===== config.mk =====
export PLATFORM = sky130hd
export DESIGN_NAME = bar_window_remap
export DESIGN_NICKNAME = d
export VERILOG_FILES = /design/src/rtl/bwr_pkg.sv /design/src/rtl/bwr_win_reg.sv /design/src/rtl/bwr_decode.sv /design/src/rtl/bwr_xfer_ctrl.sv /design/src/rtl/bar_window_remap.sv
export SDC_FILE = /design/constraint.sdc
export NUM_CORES = 1
export LEC_CHECK = 0
export BUFFER_PORTS_ARGS = -buffer_cell sky130_fd_sc_hd__buf_4
export CAP_MARGIN = 5
export CORE_MARGIN = 2
export CORE_UTILIZATION = 36
export DETAILED_ROUTE_END_ITERATION = 8
export GPL_ROUTABILITY_DRIVEN = 0
export PLACE_DENSITY = 0.77
export SKIP_LAST_GASP = 1
export SLEW_MARGIN = 20
export SYNTH_ARGS = -nofsm -noshare
export SYNTH_HDL_FRONTEND = slang
export SYNTH_SLANG_ARGS = --single-unit

===== constraint.sdc =====
create_clock -name clk_i -period 1.9 [get_ports clk_i]
set_input_delay 0.095 -clock clk_i [delete_from_list [all_inputs] [get_ports clk_i]]
set_output_delay 0.095 -clock clk_i [all_outputs]
set_load 0.02 [all_outputs]

===== src/rtl/bwr_pkg.sv =====
package bwr_pkg;
  typedef enum logic [1:0] {
    ST_IDLE  = 2'd0,
    ST_ISSUE = 2'd1,
    ST_WAIT  = 2'd2,
    ST_RESP  = 2'd3
  } xfer_state_e;

  typedef enum logic [1:0] {
    CLS_FWD     = 2'd0,
    CLS_WINREG  = 2'd1,
    CLS_BLOCKED = 2'd2
  } req_cls_e;
endpackage


===== src/rtl/bwr_win_reg.sv =====
module bwr_win_reg #(
  parameter int DW     = 32,
  parameter int WIN_W  = 6,
  parameter int EN_BIT = 31
) (
  input  logic             clk_i,
  input  logic             rst_ni,
  input  logic             wr_en_i,
  input  logic [DW-1:0]    wdata_i,
  output logic [WIN_W-1:0] win_o,
  output logic             en_o,
  output logic [DW-1:0]    rdata_o
);
  logic [WIN_W-1:0] win_q;
  logic             en_q;

  always_ff @(posedge clk_i or negedge rst_ni) begin
    if (!rst_ni) begin
      win_q <= '0;
      en_q  <= 1'b0;
    end else if (wr_en_i) begin
      win_q <= wdata_i[WIN_W-1:0];
      en_q  <= wdata_i[EN_BIT];
    end
  end

  always_comb begin
    rdata_o              = '0;
    rdata_o[WIN_W-1:0]   = win_q;
    rdata_o[EN_BIT]      = en_q;
  end

  assign win_o = win_q;
  assign en_o  = en_q;

  AST_WIN_UPDATE: assert property (@(posedge clk_i) disable iff (!rst_ni)
    wr_en_i |=> (win_o == $past(wdata_i[WIN_W-1:0]) && en_o == $past(wdata_i[EN_BIT])));
  AST_WIN_HOLD: assert property (@(posedge clk_i) disable iff (!rst_ni)
    !wr_en_i |=> $stable(rdata_o));
endmodule


===== src/rtl/bwr_decode.sv =====
module bwr_decode
  import bwr_pkg::*;
#(
  parameter int              HOST_AW     = 20,
  parameter int              WIN_W       = 6,
  parameter logic [HOST_AW-1:0] WIN_REG_OFS = 20'h0310C
) (
  input  logic [HOST_AW-1:0]         addr_i,
  input  logic [WIN_W-1:0]           win_i,
  input  logic                       win_en_i,
  output req_cls_e                   cls_o,
  output logic [WIN_W+HOST_AW-2:0]   int_addr_o
);
  localparam int PAGE_W = HOST_AW - 1;

  logic upper;
  assign upper = addr_i[HOST_AW-1];

  always_comb begin
    if (addr_i == WIN_REG_OFS)   cls_o = CLS_WINREG;
    else if (upper && !win_en_i) cls_o = CLS_BLOCKED;
    else                         cls_o = CLS_FWD;
  end

  // upper half: page number replaces the aperture's top bit
  assign int_addr_o = upper ? {win_i, addr_i[PAGE_W-1:0]}
                            : {{WIN_W{1'b0}}, addr_i[PAGE_W-1:0]};
endmodule


===== src/rtl/bwr_xfer_ctrl.sv =====
module bwr_xfer_ctrl
  import bwr_pkg::*;
#(
  parameter int          DW            = 32,
  parameter int          INT_AW        = 25,
  parameter logic [31:0] BLOCKED_RDATA = 32'hDEADBEEF
) (
  input  logic              clk_i,
  input  logic              rst_ni,
  input  logic              host_req_valid_i,
  output logic              host_req_ready_o,
  input  logic              host_req_we_i,
  input  logic [DW-1:0]     host_req_wdata_i,
  output logic              host_rsp_valid_o,
  output logic [DW-1:0]     host_rsp_rdata_o,
  output logic              blk_err_o,
  input  req_cls_e          cls_i,
  input  logic [INT_AW-1:0] int_addr_i,
  input  logic [DW-1:0]     win_rdata_i,
  output logic              win_wr_en_o,
  output logic              int_req_valid_o,
  input  logic              int_req_ready_i,
  output logic [INT_AW-1:0] int_req_addr_o,
  output logic              int_req_we_o,
  output logic [DW-1:0]     int_req_wdata_o,
  input  logic              int_rsp_valid_i,
  input  logic [DW-1:0]     int_rsp_rdata_i
);
  xfer_state_e       state_q;
  logic [INT_AW-1:0] addr_q;
  logic              we_q;
  logic [DW-1:0]     wdata_q;
  logic [DW-1:0]     rsp_q;
  logic              err_q;
  logic              accept;

  assign accept      = host_req_valid_i && (state_q == ST_IDLE);
  assign win_wr_en_o = accept && (cls_i == CLS_WINREG) && host_req_we_i;

  always_ff @(posedge clk_i or negedge rst_ni) begin
    if (!rst_ni) begin
      state_q <= ST_IDLE;
      addr_q  <= '0;
      we_q    <= 1'b0;
      wdata_q <= '0;
      rsp_q   <= '0;
      err_q   <= 1'b0;
    end else begin
      unique case (state_q)
        ST_IDLE: if (accept) begin
          unique case (cls_i)
            CLS_FWD: begin
              addr_q  <= int_addr_i;
              we_q    <= host_req_we_i;
              wdata_q <= host_req_wdata_i;
              state_q <= ST_ISSUE;
            end
            CLS_WINREG: begin
              rsp_q   <= host_req_we_i ? '0 : win_rdata_i;
              state_q <= ST_RESP;
            end
            default: begin
              rsp_q   <= host_req_we_i ? '0 : DW'(BLOCKED_RDATA);
              err_q   <= 1'b1;
              state_q <= ST_RESP;
            end
          endcase
        end
        ST_ISSUE: if (int_req_ready_i) state_q <= ST_WAIT;
        ST_WAIT: if (int_rsp_valid_i) begin
          rsp_q   <= we_q ? '0 : int_rsp_rdata_i;
          state_q <= ST_RESP;
        end
        default: state_q <= ST_IDLE;
      endcase
    end
  end

  assign host_req_ready_o = (state_q == ST_IDLE);
  assign host_rsp_valid_o = (state_q == ST_RESP);
  assign host_rsp_rdata_o = rsp_q;
  assign blk_err_o        = err_q;
  assign int_req_valid_o  = (state_q == ST_ISSUE);
  assign int_req_addr_o   = addr_q;
  assign int_req_we_o     = we_q;
  assign int_req_wdata_o  = wdata_q;

  AST_REQ_HOLD: assert property (@(posedge clk_i) disable iff (!rst_ni)
    (int_req_valid_o && !int_req_ready_i) |=> (int_req_valid_o && $stable(int_req_addr_o)
      && $stable(int_req_we_o) && $stable(int_req_wdata_o)));
  AST_ERR_STICKY: assert property (@(posedge clk_i) disable iff (!rst_ni)
    blk_err_o |=> blk_err_o);
  AST_BLOCKED_LOCAL: assert property (@(posedge clk_i) disable iff (!rst_ni)
    (accept && cls_i == CLS_BLOCKED) |=> (host_rsp_valid_o && !int_req_valid_o && blk_err_o));
  AST_FWD_ADDR: assert property (@(posedge clk_i) disable iff (!rst_ni)
    (accept && cls_i == CLS_FWD) |=> (int_req_valid_o && int_req_addr_o == $past(int_addr_i)));
  AST_RSP_DATA: assert property (@(posedge clk_i) disable iff (!rst_ni)
    (state_q == ST_WAIT && int_rsp_valid_i && !we_q) |=>
      (host_rsp_valid_o && host_rsp_rdata_o == $past(int_rsp_rdata_i)));
  AST_SINGLE_RSP: assert property (@(posedge clk_i) disable iff (!rst_ni)
    host_rsp_valid_o |=> (!host_rsp_valid_o && host_req_ready_o));
  AST_ONE_OUTSTANDING: assert property (@(posedge clk_i) disable iff (!rst_ni)
    accept |=> !host_req_ready_o);
endmodule


===== src/rtl/bar_window_remap.sv =====
module bar_window_remap
  import bwr_pkg::*;
#(
  parameter int                 HOST_AW       = 20,
  parameter int                 WIN_W         = 6,
  parameter int                 DW            = 32,
  parameter int                 EN_BIT        = 31,
  parameter logic [HOST_AW-1:0] WIN_REG_OFS   = 20'h0310C,
  parameter logic [31:0]        BLOCKED_RDATA = 32'hDEADBEEF,
  localparam int                INT_AW        = WIN_W + HOST_AW - 1
) (
  input  logic               clk_i,
  input  logic               rst_ni,
  input  logic               host_req_valid_i,
  output logic               host_req_ready_o,
  input  logic [HOST_AW-1:0] host_req_addr_i,
  input  logic               host_req_we_i,
  input  logic [DW-1:0]      host_req_wdata_i,
  output logic               host_rsp_valid_o,
  output logic [DW-1:0]      host_rsp_rdata_o,
  output logic               blk_err_o,
  output logic               int_req_valid_o,
  input  logic               int_req_ready_i,
  output logic [INT_AW-1:0]  int_req_addr_o,
  output logic               int_req_we_o,
  output logic [DW-1:0]      int_req_wdata_o,
  input  logic               int_rsp_valid_i,
  input  logic [DW-1:0]      int_rsp_rdata_i
);
  logic [WIN_W-1:0]  win;
  logic              win_en;
  logic [DW-1:0]     win_rdata;
  logic              win_wr_en;
  req_cls_e          cls;
  logic [INT_AW-1:0] int_addr;

  bwr_win_reg #(.DW(DW), .WIN_W(WIN_W), .EN_BIT(EN_BIT)) win_reg_i (
    .clk_i   (clk_i),
    .rst_ni  (rst_ni),
    .wr_en_i (win_wr_en),
    .wdata_i (host_req_wdata_i),
    .win_o   (win),
    .en_o    (win_en),
    .rdata_o (win_rdata)
  );

  bwr_decode #(.HOST_AW(HOST_AW), .WIN_W(WIN_W), .WIN_REG_OFS(WIN_REG_OFS)) decode_i (
    .addr_i     (host_req_addr_i),
    .win_i      (win),
    .win_en_i   (win_en),
    .cls_o      (cls),
    .int_addr_o (int_addr)
  );

  bwr_xfer_ctrl #(.DW(DW), .INT_AW(INT_AW), .BLOCKED_RDATA(BLOCKED_RDATA)) ctrl_i (
    .clk_i            (clk_i),
    .rst_ni           (rst_ni),
    .host_req_valid_i (host_req_valid_i),
    .host_req_ready_o (host_req_ready_o),
    .host_req_we_i    (host_req_we_i),
    .host_req_wdata_i (host_req_wdata_i),
    .host_rsp_valid_o (host_rsp_valid_o),
    .host_rsp_rdata_o (host_rsp_rdata_o),
    .blk_err_o        (blk_err_o),
    .cls_i            (cls),
    .int_addr_i       (int_addr),
    .win_rdata_i      (win_rdata),
    .win_wr_en_o      (win_wr_en),
    .int_req_valid_o  (int_req_valid_o),
    .int_req_ready_i  (int_req_ready_i),
    .int_req_addr_o   (int_req_addr_o),
    .int_req_we_o     (int_req_we_o),
    .int_req_wdata_o  (int_req_wdata_o),
    .int_rsp_valid_i  (int_rsp_valid_i),
    .int_rsp_rdata_i  (int_rsp_rdata_i)
  );

  logic accept_top;
  assign accept_top = host_req_valid_i && host_req_ready_o;

  AST_LOWER_IDENTITY: assert property (@(posedge clk_i) disable iff (!rst_ni)
    (accept_top && !host_req_addr_i[HOST_AW-1] && host_req_addr_i != WIN_REG_OFS) |=>
      (int_req_valid_o && int_req_addr_o == INT_AW'($past(host_req_addr_i))));
  AST_WINREG_LOCAL: assert property (@(posedge clk_i) disable iff (!rst_ni)
    (accept_top && host_req_addr_i == WIN_REG_OFS) |=> (host_rsp_valid_o && !int_req_valid_o));
endmodule


Word level (Yosys, flattened, before mapping)

Index checks and enable logic that the tools add are counted.

Eq/ne operators: 9
Mux-type cells: 15
Reduce and logical (&&, ||, !) cells: 13
Bitwise logic cells: 1

Operator list:

| kind                                                  | count |
|---|---|
| two-way mux 32 bit                                    | 5 |
| one-hot mux 32 bit (2 select lines)                   | 2 |
| two-way mux 25 bit                                    | 1 |
| equality test 20 x 14 -> 1 bit, second input constant | 1 |
| two-way mux 2 bit                                     | 6 |
| AND reduction 3 bit                                   | 3 |
| one-hot mux 2 bit (3 select lines)                    | 1 |
| equality test 2 x 1 -> 1 bit, second input constant   | 2 |
| equality test 2 bit, second input constant            | 2 |
| logical AND 1 bit                                     | 4 |
| zero test 2 bit                                       | 2 |
| inequality test 2 x 1 -> 1 bit, second input constant | 2 |
| inequality test 2 bit, second input constant          | 2 |
| AND reduction 4 bit                                   | 1 |
| nonzero test 2 bit                                    | 1 |
| OR reduction 2 bit                                    | 1 |
| zero test 1 bit                                       | 1 |
| inverter 1 bit                                        | 1 |

Output and inout bits: 94
Bits of input ports: 90
Register bits: 100

Longest topological paths before layout

Depth after elaboration: 8
Depth in mapped cells: 9
Gate-level depth less buffers: 7

Hierarchy

A second synthesis with hierarchy kept.

Cells, all modules: 372
Area, all modules: 4967.3 µm²

Modules (own cells, without submodules):

| module        | area an instance (µm²) | times used | cells each | sequential area each (µm²) |
|---|---|---|---|---|
| bwr_xfer_ctrl | 4187.8                 | 1          | 291        | 2327.2 |
| bwr_win_reg   | 535.5                  | 1          | 48         | 175.2 |
| bwr_decode    | 244.0                  | 1          | 33         | 0.0 |

Least setup slack after synthesis

Ideal clock, no wire load.

Path kind: register -> register
Start: register ctrl_i.state_q[0]
End: register ctrl_i.rsp_q[26] (netlist: ctrl_i.host_rsp_rdata_o[26])
Slack: -0.136 ns
Stages on the path, launching flop included: 10
Path buffers: 2
Arrival: 1.912 ns
Path through: dfrtp_1 -> inv_1 -> ha_1 -> clkbuf_1 -> inv_1 -> o22ai_1 -> nor2_1 -> o21ai_4 -> buf_6 -> mux2_2

Cells in the longest elaborated chain, start to end: 4

RTL lines:

| element                                         | RTL line               | source |
|---|---|---|
| start: declaration                              | bwr_xfer_ctrl.sv:29    | `xfer_state_e state_q;` |
| start signal: assignment                        | bwr_xfer_ctrl.sv:42    | `state_q <= ST_IDLE;` |
| start signal: assignment                        | bwr_xfer_ctrl.sv:56    | `state_q <= ST_ISSUE;` |
| start signal: assignment                        | bwr_xfer_ctrl.sv:60    | `state_q <= ST_RESP;` |
| zero test 2 bit *                               | -                      |  |
| named net host_req_ready_o                      | bar_window_remap.sv:15 | `output logic host_req_ready_o,` |
| logical AND 1 bit                               | bwr_xfer_ctrl.sv:37    | `assign accept = host_req_valid_i && (state_q == ST_IDLE);` |
| inequality test 2 x 1 -> 1 bit (no source line) | -                      |  |
| AND reduction 4 bit (no source line)            | -                      |  |
| end signal: assignment                          | bwr_xfer_ctrl.sv:59    | `rsp_q <= host_req_we_i ? '0 : win_rdata_i;` |
| end signal: assignment                          | bwr_xfer_ctrl.sv:63    | `rsp_q <= host_req_we_i ? '0 : DW'(BLOCKED_RDATA);` |
| end signal: assignment                          | bwr_xfer_ctrl.sv:71    | `rsp_q <= we_q ? '0 : int_rsp_rdata_i;` |
| end: declaration                                | bwr_xfer_ctrl.sv:33    | `logic [DW-1:0] rsp_q;` |

Mark *: on every way through the listed nets, which the timed path passes. The rest lies on a longest branch.
A chain may end at the register's enable or synchronous reset.

Worst setup path in the final report

Start: register ctrl_i.state_q[0]
End: register ctrl_i.rsp_q[11] (netlist: ctrl_i.host_rsp_rdata_o[11])

Cells in the longest elaborated chain, start to end: 4

RTL lines:

| element                                         | RTL line |
|---|---|
| zero test 2 bit                                 | bwr_xfer_ctrl.sv:37, bwr_xfer_ctrl.sv:49 |
| logical AND 1 bit                               | bwr_xfer_ctrl.sv:37 |
| inequality test 2 x 1 -> 1 bit (no source line) | - |
| AND reduction 4 bit (no source line)            | - |

Several ways; a longest one is shown, not always the timed one.

==> results summary <==
The flow ran to the end, and the final reports show no timing, DRC or antenna violations. The clock tree from TritonCTS is yes. The total track usage came out at 0.1744. The number of setup violations in the final report is 0. The final antenna-violating net count came out at 0. The initial core utilization is 0.3649. Of the total synthesized cell area, the portion taken by full adders, half adders and majority gates is 0.01156. The required arrival time at the worst endpoint came out at 2.12 ns. The transition time of the tightest slew-check pin is 0.6052 ns. The share of synthesized registers carrying an async set or reset is 1.000. The first global-routing pass estimated 17.76 mm of wire.

The critical path is of the reg2reg type. The standby leakage power is 0.003340 uW. The share of the clock period used by the worst path is 0.9900. For the finished layout, the period the worst path requires is 1.881 ns. The clock transition at the register clock pins on the worst setup and hold paths after CTS is 0.06 ns. Synthesis produced a netlist whose cell count is 338. The number of antenna violations at the first check in global routing is 0. Clock tree synthesis selected as its root buffer the cell sky130_fd_sc_hd__clkbuf_16. The Yosys step of the flow raised 0 warnings. The H-tree was split into 3 levels. In this run the cell area of the synthesized design comes to roughly 4300 um^2. The full die area is between 10000 and 15000 um^2. Entering global routing, the biggest net connects 52 pins. The number of synthesized flops with an enable pin is 0.

The site row count is 40. Dividing the detail-routed via count by the number of cells gives 4.794. Once layout is complete, the utilization of the core stands at 0.5848. The number of nets produced by synthesis came out at 432. The total number of nets in the final design came out at 686. The clock latency at the later pin of the worst-skew pair is 0.34 ns. The endpoint arrival time on the critical path came out at 2.10 ns. The growth of design area from synthesis to finish is 60.28%.

Walking the worst path, the cells encountered are inv_2, ha_4, inv_1, o22ai_2, nor2_1, o21ai_4, clkbuf_16, mux2_2. In the synthesized netlist the dominant register cell turns out to be sky130_fd_sc_hd__dfrtp_1. The post-synthesis sequential area ratio is 0.5782. The compound-gate portion of the synthesized area came out at 0.05233. The tightest slew margin relative to the limit came out at 0.5950.

The final routed wire length divided by cell count is 15.81 um. The final cell count without fillers came out at 743. After synthesis, the netlist uses 29 different library cells. The slowest stage of the critical path belongs to the cell sky130_fd_sc_hd__dfrtp_1.

The highest clock frequency the design can meet came out at approximately 530 MHz. The post-detailed-placement half-perimeter wirelength came out at 7.742 mm. The first-iteration detailed-routing DRC count came out at between 100 and 150. The via count of the first global-routing pass came out at 3616.

The vias after detailed routing is around 3600. On the final layout, the worst clock skew is 0.009409 ns. By area, the combinational part of the netlist is dominated by multiplexers. The die extent in y came out at 113.6 um.

The mean post-synth cell area is between 10 and 15 um^2. The total placed cells including tap cells is roughly 670. The minimum setup slack in the final design came out at 0.01893 ns.

The share of cells above drive strength 1 came out at 0.5185. The number of remaining DRC errors came out at 0. The number of ports placed on the die boundary is 184.

The power per standard cell area came out at 1624 nW/um^2. The die outline width is 113.6 um. After routing, the total negative slack on setup checks comes to 0 ns. The worst stage delay on the critical path came out at between 0.4 and 0.5 ns.

The final hold violation count came to 0. Max-cap violations in this run came to 0. The xor/xnor cell area share of the yosys netlist is 0. The port buffer count came out at 183. The clock tree buffer depth came out at 2. After global routing the overflow that remains totals 0. The total number of clock tree sinks came out at 100.

The worst hold path belongs to the class in2reg. The startpoint class of the critical path is a flip-flop. The simple-gate share of the synthesized area is 0.08384.

The biggest fanout along the worst timing path came out at 6. The number of antenna cells inserted came out at 0. The total routed wirelength is 11.75 mm. The final-report max-slew violation count came out at 0. The top cell family by delay on the critical path is buffers and inverters. The post-place setup slack is -0.01570 ns.

The core footprint is between 10000 and 15000 um^2. The number of buffers and inverters on the critical path is 3. The detailed-routing iteration count for the pre-antenna-repair pass came out at 4. The worst setup path is captured at a flip-flop.

The maximum VDD drop came out at 0.7757 mV. The synthesized design contains 100 register bits. The proportion of synthesized area in mux cells is 0.2321. The number of clock buffers added by TritonCTS is 9. The total power draw is 11260 uW.
-- Yosys cell counts (2+ instances only) --
cell type,number,area (um^2)
sky130_fd_sc_hd__dfrtp_1,100,2502
sky130_fd_sc_hd__mux2_2,74,833.3
sky130_fd_sc_hd__nand2_1,60,225.2
sky130_fd_sc_hd__a21oi_1,20,100.1
sky130_fd_sc_hd__inv_1,13,48.80
sky130_fd_sc_hd__buf_6,9,101.4
sky130_fd_sc_hd__mux2_1,9,101.4
sky130_fd_sc_hd__o21ai_0,8,40.04
sky130_fd_sc_hd__mux2i_1,7,70.07
sky130_fd_sc_hd__nor2_1,5,18.77
sky130_fd_sc_hd__ha_1,4,50.05
sky130_fd_sc_hd__nor4b_1,4,35.03
sky130_fd_sc_hd__clkbuf_1,3,11.26
sky130_fd_sc_hd__nand3_1,3,15.01
sky130_fd_sc_hd__buf_1,2,7.510
sky130_fd_sc_hd__nand3b_1,2,15.01
sky130_fd_sc_hd__nor4_1,2,12.51
sky130_fd_sc_hd__nor4bb_1,2,20.02
-- kinds of logic after synthesis --
logic type | after synthesis
DFF | 100
muxes | 90
and+or+nand+nor | 80
AOI/OAI and AO/OA | 35
buffers and inverters | 29
adders and majority gates | 4
-- routing by layer --
metal  share of wire  up-vias  wire [um]  track usage
met3           0.059       24        698      0.04676
met5               0        -          0            0
met1            0.40     1747       4738       0.2112
met4           0.027        0        323      0.07073
met2            0.51      122       5989       0.2962
li1                -     1669          -            -
-- power breakdown --
group	internal, uW	leakage (uW)	total, uW	switching [uW]
Combinational	3060	0.00198	5960	2900
Sequential	3090	0.00123	3610	528
Clock	949	0.000135	1680	736
-- stage by stage --
step,hold WS (ns),area (um^2)
after floorplan,-0.2006,4334
after global placement,0.03458,5906
after detailed placement,0.04073,5906
after CTS,0.001176,6686
after global routing,0.002209,6937
final,0.008127,6937
-- cell type report --
| cell class | count | area (um^2) |
|---|---|---|
| Clock buffer | 13 | 260.3 |
| Clock inverter | 2 | 10.01 |
| Fill cell | 943 | 4925 |
| Inverter | 13 | 48.80 |
| Multi-Input combinational cell | 209 | 1705 |
| Sequential cell | 100 | 2502 |
| Tap cell | 147 | 183.9 |
| Timing Repair Buffer | 259 | 2226 |
-- registers in the layout (all words and copies together) (netlist names) --
signal                   flops
ctrl_i.int_req_wdata_o      32
ctrl_i.host_rsp_rdata_o     32
ctrl_i.int_req_addr_o       25
ctrl_i.int_req_we_o          1
ctrl_i.state_q               2
win_reg_i.en_o               1
win_reg_i.win_o              6
ctrl_i.blk_err_o             1
-- final timing paths --
check | startpoint | to | slack, ns | cells past startpoint
max in group asynchronous | rst_ni | ctrl_i.host_rsp_rdata_o[9] | 1.04 | 3
worst min register to register | ctrl_i.blk_err_o | ctrl_i.blk_err_o | 0.49 | 1
min in group asynchronous | rst_ni | ctrl_i.int_req_wdata_o[18] | 0.21 | 2
worst max register to register | ctrl_i.state_q[0] | ctrl_i.host_rsp_rdata_o[11] | 0.02 | 8
worst max-delay path | ctrl_i.state_q[0] | ctrl_i.host_rsp_rdata_o[11] | 0.02 | 8
worst min-delay path | int_rsp_rdata_i[14] | ctrl_i.host_rsp_rdata_o[14] | 0.008 | 3
-- layout by cell type, fill, tap and decap left out, types with 3 or more instances in the layout --
cell type	instances
sky130_fd_sc_hd__buf_4	194
sky130_fd_sc_hd__o21ai_0	8
sky130_fd_sc_hd__nor2_1	4
sky130_fd_sc_hd__buf_6	3
sky130_fd_sc_hd__buf_12	5
sky130_fd_sc_hd__mux2_1	9
sky130_fd_sc_hd__a21oi_1	20
sky130_fd_sc_hd__nor4b_1	3
sky130_fd_sc_hd__dlygate4sd3_1	52
sky130_fd_sc_hd__dfrtp_1	100
sky130_fd_sc_hd__mux2i_1	5
sky130_fd_sc_hd__clkbuf_16	13
sky130_fd_sc_hd__nand2_1	60
sky130_fd_sc_hd__inv_1	11
sky130_fd_sc_hd__mux2_2	74
-- worst min-delay path, delay by kind of cell --
family	cells	cell delay [ns]
simple gates	1	0.05
buf+inv	1	0.11
mux	1	0.06
-- what timing repair did --
item / 4_1_cts / 5_1_grt
setup endpoints to repair: 4 / 86
setup buffers: 0 / 5
hold endpoints to repair: 83 / 1
resized for setup: 0 / 14
hold buffers: 51 / 1
pin swaps: 0 / 2
gates cloned: 0 / 6
Power figures use the tool's default switching activity.
